## src/rtl/ahb_lane_pkg.sv

```systemverilog
package ahb_lane_pkg;

    localparam int LANES = 8;

    typedef enum logic [1:0] {
        TR_IDLE   = 2'b00,
        TR_BUSY   = 2'b01,
        TR_NONSEQ = 2'b10,
        TR_SEQ    = 2'b11
    } trans_e;

    typedef enum logic [1:0] {
        PH_NONE,
        PH_WRITE,
        PH_READ,
        PH_DROP
    } phase_e;

endpackage

```

## src/rtl/lane_decode.sv

```systemverilog
module lane_decode #(
    parameter int LANES = 8,
    parameter int OFS_W = $clog2(LANES)
) (
    input  logic [OFS_W-1:0] ofs,
    input  logic [2:0]       sz,
    output logic             valid,
    output logic [LANES-1:0] mask
);
    localparam int CNT_W = OFS_W + 2;

    logic [CNT_W-1:0] count;
    logic [CNT_W-1:0] last_excl;
    logic             sz_ok;

    always_comb begin
        count     = CNT_W'(sz) + CNT_W'(1);
        last_excl = CNT_W'(ofs) + count;
        sz_ok     = (sz == 3'd0) || (sz == 3'd1) || (sz == 3'd2) ||
                    (sz == 3'd3) || (sz == 3'd7);
        valid     = sz_ok && (last_excl <= CNT_W'(LANES));
    end

    for (genvar i = 0; i < LANES; i++) begin : g_lane
        assign mask[i] = valid && (CNT_W'(i) >= CNT_W'(ofs)) && (CNT_W'(i) < last_excl);
    end

    // an accepted transfer covers exactly size+1 lanes
    always_comb begin
        if (valid) begin
            a_r6_lane_count: assert ($countones(mask) == int'(sz) + 1)
                else $error("lane count does not match size");
        end
    end

endmodule

```

## src/rtl/lane_ram.sv

```systemverilog
module lane_ram #(
    parameter int DEPTH = 16,
    parameter int LANES = 8,
    parameter int IDX_W = $clog2(DEPTH)
) (
    input  logic                 clk,
    input  logic                 we,
    input  logic [IDX_W-1:0]     idx,
    input  logic [LANES-1:0]     wmask,
    input  logic [8*LANES-1:0]   wdata,
    output logic [8*LANES-1:0]   rdata
);
    logic [7:0] store [DEPTH][LANES];

    for (genvar l = 0; l < LANES; l++) begin : g_lane
        always_ff @(posedge clk) begin
            if (we && wmask[l]) begin
                store[idx][l] <= wdata[8*l +: 8];
            end
        end
        assign rdata[8*l +: 8] = store[idx][l];
    end

endmodule

```

## src/rtl/ahb_lane_mem.sv

```systemverilog
module ahb_lane_mem
    import ahb_lane_pkg::*;
#(
    parameter int ADDR_W = 32,
    parameter int DEPTH  = 16
) (
    input  logic              clk,
    input  logic              hresetn,
    input  logic [ADDR_W-1:0] haddr,
    input  logic [1:0]        htrans,
    input  logic              hwrite,
    input  logic [2:0]        hsize,
    input  logic [63:0]       hwdata,
    input  logic              hready,
    output logic [63:0]       hrdata,
    output logic              hreadyout,
    output logic              hresp
);
    localparam int OFS_W  = $clog2(LANES);
    localparam int IDX_W  = $clog2(DEPTH);
    localparam int DATA_W = 8 * LANES;

    phase_e           state_q, state_d;
    logic [IDX_W-1:0] idx_q;
    logic [LANES-1:0] mask_q;
    logic             dec_valid;
    logic [LANES-1:0] dec_mask;
    logic             req;
    logic             ram_we;
    logic [DATA_W-1:0] ram_rdata;
    logic [DATA_W-1:0] lane_bits;

    assign req = hready && htrans[1];

    lane_decode #(.LANES(LANES), .OFS_W(OFS_W)) u_dec (
        .ofs   (haddr[OFS_W-1:0]),
        .sz    (hsize),
        .valid (dec_valid),
        .mask  (dec_mask)
    );

    assign ram_we = (state_q == PH_WRITE) && hready;

    lane_ram #(.DEPTH(DEPTH), .LANES(LANES), .IDX_W(IDX_W)) u_ram (
        .clk   (clk),
        .we    (ram_we),
        .idx   (idx_q),
        .wmask (mask_q),
        .wdata (hwdata),
        .rdata (ram_rdata)
    );

    for (genvar l = 0; l < LANES; l++) begin : g_bits
        assign lane_bits[8*l +: 8] = {8{mask_q[l]}};
    end

    // next data-phase state
    always_comb begin
        state_d = state_q;
        if (hready) begin
            if (!htrans[1]) begin
                state_d = PH_NONE;
            end else if (!dec_valid) begin
                state_d = PH_DROP;
            end else if (hwrite) begin
                state_d = PH_WRITE;
            end else begin
                state_d = PH_READ;
            end
        end
    end

    // state register and captured address phase
    always_ff @(posedge clk) begin
        if (!hresetn) begin
            state_q <= PH_NONE;
            idx_q   <= '0;
            mask_q  <= '0;
        end else begin
            state_q <= state_d;
            if (req) begin
                idx_q  <= haddr[OFS_W +: IDX_W];
                mask_q <= dec_mask;
            end
        end
    end

    // outputs
    always_comb begin
        hreadyout = 1'b1;
        hresp     = 1'b0;
        hrdata    = '0;
        unique case (state_q)
            PH_READ:  hrdata = ram_rdata & lane_bits;
            PH_WRITE,
            PH_DROP,
            PH_NONE:  hrdata = '0;
            default:  hrdata = '0;
        endcase
    end

    a_r1_always_okay: assert property (@(posedge clk) disable iff (!hresetn)
        hreadyout && !hresp);

    a_r2_idle_no_data: assert property (@(posedge clk) disable iff (!hresetn)
        (hready && !htrans[1]) |=> (hrdata == '0 && !ram_we));

    a_r4_stall_hold: assert property (@(posedge clk) disable iff (!hresetn)
        !hready |=> $stable(state_q));

    a_r7_drop_no_data: assert property (@(posedge clk) disable iff (!hresetn)
        (req && !dec_valid) |=> (hrdata == '0 && !ram_we));

endmodule

```

## config.mk

```make
export PLATFORM = sky130hd
export DESIGN_NAME = ahb_lane_mem
export DESIGN_NICKNAME = d
export VERILOG_FILES = /design/src/rtl/ahb_lane_pkg.sv /design/src/rtl/lane_decode.sv /design/src/rtl/lane_ram.sv /design/src/rtl/ahb_lane_mem.sv
export SDC_FILE = /design/constraint.sdc
export NUM_CORES = 1
export LEC_CHECK = 0
export BUFFER_PORTS_ARGS = -buffer_cell sky130_fd_sc_hd__buf_2
export CELL_PAD_IN_SITES_DETAIL_PLACEMENT = 1
export CELL_PAD_IN_SITES_GLOBAL_PLACEMENT = 1
export CORE_ASPECT_RATIO = 0.8
export CORE_MARGIN = 4
export CORE_UTILIZATION = 31
export DETAILED_ROUTE_END_ITERATION = 10
export PLACE_DENSITY_LB_ADDON = 0.1
export SLEW_MARGIN = 20
export SYNTH_ARGS = -nofsm -noshare
export SYNTH_HDL_FRONTEND = slang
export SYNTH_HIERARCHICAL = 1
export SYNTH_SLANG_ARGS = --single-unit
```

## constraint.sdc

```tcl
create_clock -name clk -period 2 [get_ports clk]
set_input_delay 0.4 -clock clk [delete_from_list [all_inputs] [get_ports clk]]
set_output_delay 0.4 -clock clk [all_outputs]
set_load 0.01 [all_outputs]
```

# After elaboration in Yosys (flattened, before gate mapping)
# Memories as Yosys holds them, arrays and structs flattened. A register that Yosys moved wholly into a read port is not among the register bits.
# Index checks and enable logic that the tools add are counted.
# totals
word_cells	85
reg_bits	14
ram_bits	1024
in_bits	105
memories	1
output_inout_bits	66
# memory_table
memory	depth	width	rd	rd_ports_with_merged_regs	wr	line	source
u_ram.store	16	64	1	1	1	lane_ram.sv:13	logic [7:0] store [DEPTH][LANES];
# op_classes
eq_ne	7
bitwise	1
magnitude_cmp	16
n_reduce_logical	33
addsub	2
mux	22
# ops
cell	n
64-bit one-hot mux with 2 select lines	1
64-bit AND	1
1-bit logical AND	26
3-bit by 5-bit < comparator with 1-bit output, first input constant	4
1-bit 2-to-1 mux	16
1-bit by 5-bit < comparator with 1-bit output, first input constant	2
2-bit by 5-bit < comparator with 1-bit output, first input constant	2
3-bit >= comparator, first input constant	3
4-bit 2-to-1 mux	2
3-bit by 2-bit == test with 1-bit output, second input constant	2
1-bit by 3-bit >= comparator with 1-bit output, first input constant	2
2-bit by 3-bit >= comparator with 1-bit output, first input constant	2
2-bit 2-to-1 mux	3
3-bit by 5-bit adder with 5-bit output	1
5-bit by 4-bit less-or-equal comparator with 1-bit output, second input constant	1
3-bit by 1-bit adder with 4-bit output, second input constant	1
2-bit == test, second input constant	2
1-bit logical OR	4
3-bit by 1-bit == test with 1-bit output, second input constant	1
3-bit == test, second input constant	1
3-bit zero test	1
3-bit OR reduction	1
2-bit by 1-bit == test with 1-bit output, second input constant	1
2-bit zero test	1

# Depth between registers and ports, before layout
# Gate-level depths: netlist of the first run.
# logic_depth
word_depth	8
ltp_mapped	11

# By module
# The synthesis of the first run kept the hierarchy.
# by_module_without_submodules
mod	cells_per_inst	area_per_inst_um2	seq_area_each_um2	instances
lane_ram	1729	38784.7	30749.5	1
ahb_lane_mem	140	1087.3	280.3	1
lane_decode	36	281.5	0.0	1

# Least setup slack after synthesis of the first run
# Ideal clock, no wire load.
# synth_timing
path_type	register to output
from	reg idx_q[0] (netlist name)
to	out hrdata[16]
stages_incl_launch_ff	7
n_path_buf	2
arrival_ps	1804
setup_slack_ps	-204
path_cell_list	dfxtp_1 > clkbuf_1 > buf_2 > mux4_2 > a22oi_1 > nand2_1 > and3_1
# synth_lines
item	line	source
end, declared	ahb_lane_mem.sv:15	output logic [63:0] hrdata,

==> results of run 1 <==
[sequential cells by signal, summed over array words and instances, names as in the netlist]
name / count
u_ram/store: 1024
mask_q: 8
state_q: 2
idx_q: 4
[worst max-delay path, stage by stage (launching register included)]
cell and delay (ps):
dfxtp_4 400, buf_12 170, buf_12 130, buf_16 130, buf_12 120, mux4_2 500
a22oi_2 190, nand2_2 110, and3_4 220, buf_6 120
[report_power, final]
group	internal, mW	switching, mW
registers	23.9	0.0178
clock network	11.0	8.56
logic	1.13	1.36
[placed cells by master, fill, tap and decap left out, types with 18 or more instances in the layout]
master and count:
edfxtp_1 1024, mux4_2 256, buf_4 224, clkbuf_16 117
a22oi_2 110, nor2_1 101, buf_6 98, buf_2 90
nand2_1 87, buf_12 71, and3_4 63, clkinv_1 28
clkbuf_1 25, nor2_2 23, dlygate4sd3_1 21, nand2_2 21
a22oi_1 18
[through the flow]
stage          std cells  hold WS (ps)  instance area [µm²]  setup slack, ps  TNS [ps]
2_1_floorplan       1905           444                40700            -28.8     -1240
3_3_place_gp        3993           521                46100             -623   -131330
3_5_place_dp        3993           521                46100             -647   -146330
4_1_cts             4229          3.77                50700            -1330   -146910
5_1_grt             4253          21.5                51900            -1360   -164080
6_report            4256          69.3                51900            -1240    -98210
[area by class of cell]
class / count / area (µm²)
Inverter: 4 / 15.0
Clock inverter: 63 / 681
Sequential cell: 1038 / 31000
Fill cell: 12188 / 76000
Timing Repair Buffer: 538 / 5640
Multi-Input combinational cell: 753 / 9640
Antenna cell: 3 / 7.51
Clock buffer: 132 / 2770
Tap cell: 1725 / 2160
[cell families after synthesis]
group                      count (synthesis)
and+or+nand+nor                          331
other                                      2
buffers and inverters                    114
muxes                                    256
xor gates and xnor gates                   1
adders and majority gates                  4
DFF                                     1038
AOI/OAI and AO/OA                        159
[per-layer routing]
| layer | wire, µm | GRT usage | up-vias |
|---|---|---|---|
| met2 | 53200 | 0.264 | 434 |
| met4 | 2110 | 0.0356 | 0 |
| li1 | - | - | 9008 |
| met3 | 4470 | 0.0299 | 139 |
| met5 | 0 | 0 | - |
| met1 | 52600 | 0.238 | 11315 |
[timing repair]
item                                   in CTS  in global routing
setup endpoints to repair                 767                984
buffers inserted                           13                 20
resized for setup                         132                213
gates cloned                                7                 10
endpoints found under the hold margin     170                  0
hold buffers                               21                  0
pin swaps                                  12                 73
[final timing paths]
| path | start | endpoint | slack, ps | cells past startpoint |
|---|---|---|---|---|
| setup / recovery | idx_q[0] | hrdata[42] | -1240 | 9 |
| hold / removal | hwdata[49] | u_ram/store[4][9] | 70 | 1 |
| setup reg to reg | idx_q[0] | u_ram/store[8][40] | -120 | 9 |
| hold reg to reg | mask_q[5] | mask_q[5] | 520 | 2 |
==> results.cfg, run 1 <==
[logic_synthesis]
synth_seq_cells = 1038
yosys.area.top_type_share = 0.766
synthTopCellsByArea = edfxtp_1, mux4_2, a22oi_1
synthMuxAreaShare = 0.144
synth_fa_ha_area_frac = 0.00143
synth_top_family_by_area = multiplexers
syn_area_um2 = 40200
yosysMostFrequentCell = edfxtp_1
yosysWarnings = 6
synth_edf_count = 1024
synth_common_cells = edfxtp_1, mux4_2, nor2_1
ys_seq_area_frac = 0.773
synth_compound_area_frac = 0.0299
async_reset_ff_frac = 0
netlist_instances = 1905
ys.flop_type = edfxtp_1
yosys.area_share.simple = 0.0364
yosysUniqueCellTypes = 39
yosys.area.top_type = edfxtp_1
synth-xor-area-share = 0.000405
avgSynthCellArea_um2 = 21.1
syn_nets = 2014

[cells_and_area]
fin_nets = 2551
drive_above_1_share = 0.460
finish.utilization = 0.406
area_delta_synth_final_pct = 29.4

[global_routing]
grt_pass1_wl_um = 162000
grt_pass1_vias = 22680
grt_antenna_before_repair = 8
grt_use_total = 0.165
grt_max_degree = 49
grt_overflow = 0

[place]
io_buffers = 142
dp_hpwl_um = 74000
gp_congestion = 0.733

[route]
num_vias = 20896
viasPerCell = 4.91
wirelength_um = 112000
detail_route.wl_per_cell_um = 26.4
drc_errors = 0
drt_iter0_markers = 1479
first_pass_iters = 5
ant_nets = 0

[power_and_ir_drop]
power_mw = 45.9
leakagePower_nw = 16.6
ir_worst_vdd_mv = 0.627
power.density_nw_per_um2 = 884

[timing]
hold_violations = 0
max_slew_margin = 0.560
max_freq_mhz = 308
rsz0062_at_grt = yes
finalCritPeriodShare = 1.62
drv_slew = 0
fin_skew_ps = 46.1
setup_ws_ps = -1240
finalCriticalPeriod_ps = 3240
setup_viol = 581
tightest_slew_ps = 658

[floorplanning]
io_pins = 171
dieArea_um2 = 135000
std_cell_rows = 117
die_h_um = 330
core_area_um2 = 128000
initial_core_util = 0.314
die_w_um = 410

[status]
outcome = finished with violations
violations = negative setup slack

[clock_tree]
cts_buffers = 107
cts.sinks = 1038
h-tree-depth = 3
path_clk_slew_ps = 60
cts_tree = built
root_buffer = clkbuf_16
clock_path_buffers = 3
clk_latency_ps = 720

[setup_path]
arrival_ps = 2840
crit_type = reg2out
critPathCaptureType = primary output
start_kind = flop
worstPathRequired_ps = 1600
worstPathMaxFanout = 5

[worst_hold_path]
worstHoldPathType = in2reg

[run]
cap_violations = 0
(Power assumes the default switching activity.)
==> run 2, diff against run 1 <==
- ABC_AREA: default -> 1
- CORE_ASPECT_RATIO: 0.8 -> default
- SKIP_CTS_REPAIR_TIMING: default -> 1
==> run 2 against run 1 <==
  * The flow still finishes with violations (negative setup slack)
  * Flip-flop and latch count unchanged
  * Clock skew decreased by 11 ps
  * Final cell count increased by 64%
  * Non-clock buffer count decreased by 1
  * First-iteration DRC count decreased by 6.7%
  * Clock power increased by 8%
  * Clock-buffer cell count increased by 30
  * Worst setup slack improved by 260 ps
  * Register-to-register slack got worse by 150 ps
  * Combinational power increased by 75%
  * Sequential share of layout area decreased by 4.0 points
  * Critical endpoint is now hrdata[40]
  * Largest cell class unchanged
  * Highest routed layer is now met5
==> results.cfg, run 2 <==
[global_routing]
grt_antenna_before_repair = 3
grt_pass1_wl_um = 202000
grt_pass1_vias = 31903
grt_overflow = 0
grt_max_degree = 45
grt_use_total = 0.177

[clock_tree]
cts.sinks = 1038
clock_path_buffers = 3
root_buffer = clkbuf_16
h-tree-depth = 3
cts_buffers = 121
path_clk_slew_ps = 60
clk_latency_ps = 730
cts_tree = built

[cells_and_area]
final_cells = 6980
final_cell_mix = nand2_1, edfxtp_1, buf_4, nor2_1, inv_1
largest_registers = u_ram/store x1024, mask_q x8, idx_q x4
largest_register_ffs = 1024
drive_above_1_share = 0.172
fin_nets = 5100
layout_commonest_cell = nand2_1
area_delta_synth_final_pct = 25.1
fillers = 15711
top_register = u_ram/store

[power_and_ir_drop]
leakagePower_nw = 23.6
ir_worst_vdd_mv = 0.682
p_int_mw = 37.7
pwr-share-seq = 0.485
combPwrFrac = 0.088
switchingPower_mw = 11.6
switching_share = 0.235
power.density_nw_per_um2 = 887
pwr-share-clk = 0.427

[logic_synthesis]
synthTopCellsByArea = edfxtp_1, nand2_1, nor2_1
ys.flop_type = edfxtp_1
yosysWarnings = 6
synth_fa_ha_area_frac = 0.00129
synth_seq_cells = 1038
synthMuxAreaShare = 0
syn_area_um2 = 44500
yosys.area.top_type_share = 0.691
synth_compound_area_frac = 0.00253
synth-xor-area-share = 0
avgSynthCellArea_um2 = 9.80
yosysMostFrequentCell = nand2_1
yosys.area.top_type = edfxtp_1
netlist_instances = 4543
async_reset_ff_frac = 0
yosys.area_share.simple = 0.258
syn_nets = 4652
ys_seq_area_frac = 0.697
synth_top_family_by_area = simple AND/OR/NAND/NOR gates
synth_common_cells = nand2_1, edfxtp_1, nor2_1
yosysUniqueCellTypes = 26
synth_edf_count = 1024

[timing]
setup_viol = 766
hold_violations = 0
fin_skew_ps = 35.1
tightest_slew_ps = 710
finalCriticalPeriod_ps = 2980
setup_ws_ps = -980
setup_tns_ps = -122330
max_freq_mhz = 336
drv_slew = 0
max_slew_margin = 0.526
finalCritPeriodShare = 1.49
rsz0062_at_grt = yes

[route]
num_vias = 31287
detail_route.wl_per_cell_um = 19.9
ant_nets = 0
viasPerCell = 4.48
wirelength_um = 139000
drt_iter0_markers = 1380
drc_errors = 0
first_pass_iters = 5

[status]
violations = negative setup slack
outcome = finished with violations

[place]
gp_congestion = 0.750
dp_hpwl_um = 87900
io_buffers = 142
dp.cells = 6717

[setup_path]
critPathCaptureType = primary output
crit_type = reg2out
start_kind = flop
worstPathMaxFanout = 7
arrival_ps = 2580
worstPathRequired_ps = 1600

[floorplanning]
core_area_um2 = 142000
initial_core_util = 0.313
die_h_um = 387
io_pins = 171
dieArea_um2 = 150000
die_w_um = 387
std_cell_rows = 138

[run]
cap_violations = 0

[worst_hold_path]
worstHoldPathType = in2reg
==> run 2: cell types whose count changed after synthesis, moves of 7 or more <==
cell      previous run  this run
a21boi_1            11         0
a22oi_1            128         0
and3_1              64         0
buf_1                3        10
buf_2               25       130
inv_1                4       206
mux4_2             256         0
nand2_1            111      2807
nor2_1             136       235
o21ai_0              2        14
==> run 2: final cells by class <==
type                       count  area, µm²  area share
inverter                     212        821      0.0147
sequential                  1038      31000       0.558
tap                         1890       2360      0.0425
clock buffer                 162       3250      0.0583
multi-input combinational   3081      12100       0.217
timing repair buffer         537       5650       0.101
clock inverter                58        482     0.00865
antenna                        2       5.00   0.0000899
==> run 2: kinds of logic (layout without fill, tap and decap cells) <==
group                    count (synthesis)  count (layout)
AND/OR/NAND/NOR                       3055            3055
flip-flops                            1038            1038
buffers and inverters                  424             969
AO/OA/AOI/OAI                           20              20
adder cells (fa/ha/maj)                  4               4
other                                    2               4
==> run 2: final timing paths <==
kind	startpoint	to	slack (ps)	cells after the start
min	hresetn	idx_q[1]	30	3
min reg2reg	state_q[1]	state_q[1]	500	2
max reg2reg	idx_q[0]	u_ram/store[6][18]	-270	9
max	idx_q[0]	hrdata[40]	-980	15
==> run 2: metal layers <==
layer  vias to the layer above  routed length (µm)  share of wire  track usage
met4                         2                3080          0.022       0.0421
met2                       378               67200           0.48        0.301
li1                      15346                   -              -            -
met1                     15385               64200           0.46        0.238
met3                       176                4640          0.033       0.0285
met5                         -                  13       0.000093            0
==> run 2: power by group through the flow <==
stage,logic [mW],clock network [mW],registers [mW]
floorplan,1.98,0,24.4
global placement,4.00,0,24.4
detailed placement,4.02,0,24.4
CTS,4.04,21.8,23.9
global route,4.90,22.6,23.9
finish,4.36,21.1,23.9
==> run 2: through the flow <==
stage | setup slack [ps] | utilization | hold slack (ps) | power, mW | cell area [µm²]
CTS | -1060 | 0.382 | -35.5 | 49.7 | 54300
global placement | -518 | 0.356 | 484 | 28.4 | 50600
detailed placement | -472 | 0.356 | 487 | 28.4 | 50600
finish | -980 | 0.392 | 32.9 | 49.4 | 55700
global route | -1130 | 0.392 | 13.9 | 51.5 | 55700
floorplan | 54.1 | - | 449 | 26.4 | 44500
==> run 2: worst max-delay path: stages, from the launching register on <==
cell,delay [ps]
dfxtp_4,440
buf_12,190
buf_16,170
buf_12,130
clkbuf_16,140
nand2_1,60
nand2_1,60
nand2_1,40
nand2_1,50
nand2_1,70
nand2_2,80
inv_1,40
nand2_1,80
inv_1,40
nor2_1,80
buf_2,140
==> run 3, diff against run 2 <==
- GPL_TIMING_DRIVEN: default -> 0
- TNS_END_PERCENT: default -> 20
==> run 3 against run 2 <==
  * The run still ends with negative setup slack left
  * Non-clock buffer count is 162 lower
  * Clock-buffer cell count down 8
  * Critical path depth shrank 9
  * Clock power hardly changed
  * Die area did not move
  * Largest power group unchanged
==> results.cfg, run 3 (synthesis gave the netlist of run 2 again) <==
[place]
dp_hpwl_um = 103000
pre_cts_slack_ps = -1860
dp.cells = 6577
gp_congestion = 0.765
io_buffers = 142

[clock_tree]
clock_path_buffers = 3
clk_latency_ps = 740
cts_tree = built
root_buffer = clkbuf_16
path_clk_slew_ps = 60
cts.sinks = 1038
cts_buffers = 119
h-tree-depth = 3

[timing]
setup_ws_ps = -1120
finalCritPeriodShare = 1.56
fin_skew_ps = 19.8
setup_viol = 1088
hold_slack_ps = 53.7
drv_slew = 0
finalCriticalPeriod_ps = 3120
max_freq_mhz = 320
tightest_slew_ps = 1120
max_slew_margin = 0.252
rsz0062_at_grt = yes
hold_violations = 0

[floorplanning]
std_cell_rows = 138
die_h_um = 387
die_w_um = 387
io_pins = 171
core_area_um2 = 142000
dieArea_um2 = 150000
initial_core_util = 0.313

[power_and_ir_drop]
power.density_nw_per_um2 = 919
ir_worst_vdd_mv = 0.681
leakagePower_nw = 22.2
power_mw = 49.2

[cells_and_area]
top_register = u_ram/store
final_cell_mix = nand2_1, edfxtp_1, inv_1, buf_2
finish.utilization = 0.377
area_delta_synth_final_pct = 20.3
drive_above_1_share = 0.148
fin_nets = 4936
largest_register_ffs = 1024
layout_commonest_cell = nand2_1
final_cells = 6813
largest_registers = u_ram/store x1024, mask_q x8, idx_q x4

[route]
detail_route.wl_per_cell_um = 22.2
wirelength_um = 151000
num_vias = 31475
first_pass_iters = 8
drc_errors = 0
viasPerCell = 4.62
drt_iter0_markers = 1859
ant_nets = 0

[setup_path]
arrival_ps = 3470
crit_type = reg2reg
worstPathRequired_ps = 2350
cpMaxStageDelayCell = nor2_1
crit_chain = nand2_1 -> nor2_1 -> clkbuf_1 -> nand2_1 -> clkbuf_1 -> nor2_1
crit_path_max_incr_delay_ps = 820
start_kind = flop
worstPathMaxFanout = 10
critPathCaptureType = flop

[status]
violations = negative setup slack
outcome = finished with violations

[global_routing]
grt_pass1_vias = 31805
grt_pass1_wl_um = 215000
grt_antenna_before_repair = 12
grt_overflow = 0
grt_max_degree = 17
grt_use_total = 0.196

[worst_hold_path]
worstHoldPathType = in2reg

[run]
cap_violations = 0
-- run 3: metrics by stage --
step / cell area, µm² / TNS (ps)
global placement: 47600 / -2145610
floorplan: 44500 / 0
detailed placement: 47700 / -1636990
CTS: 51300 / -1704170
global route: 53500 / -1087310
finish: 53500 / -993420
-- run 3: final cells by class --
type                            instances  area [µm²]
Buffer                                209        2170
Clock inverter                         61         561
Multi-Input combinational cell       3081       12300
Clock buffer                          154        3110
Tap cell                             1890        2360
Fill cell                           15823       88600
Antenna cell                            2        5.00
Inverter                              212         815
Sequential cell                      1038       31000
Timing Repair Buffer                  166        1190
-- run 3: worst max-delay path: cells and delay by family (launching register included) --
kind,cells,cell delay (ps)
and+or+nand+nor,4,1370
buffers and inverters,2,960
DFF,1,390
-- run 3: worst paths after layout --
check	cells after the start	from	slack, ps	to
worst max-delay path	6	state_q[0]	-1120	u_ram/store[10][43]
worst min-delay path	1	hwdata[21]	50	u_ram/store[8][45]
worst min register to register	2	state_q[1]	500	state_q[1]
worst max register to register	6	state_q[0]	-1120	u_ram/store[10][43]
-- run 3: per-layer routing --
metal / global-route usage / part of all wire / up-vias
met4: 0.0466 / 0.020 / 2
met1: 0.264 / 0.45 / 15698
li1: - / - / 15057
met2: 0.333 / 0.49 / 549
met3: 0.0295 / 0.042 / 169
met5: 0 / 0.000086 / -
-- run 3: report_power, final --
group	internal, mW	switching, mW	total (mW)
Clock	12.0	8.87	20.9
Combinational	1.30	3.03	4.34
Sequential	23.9	0.0263	23.9
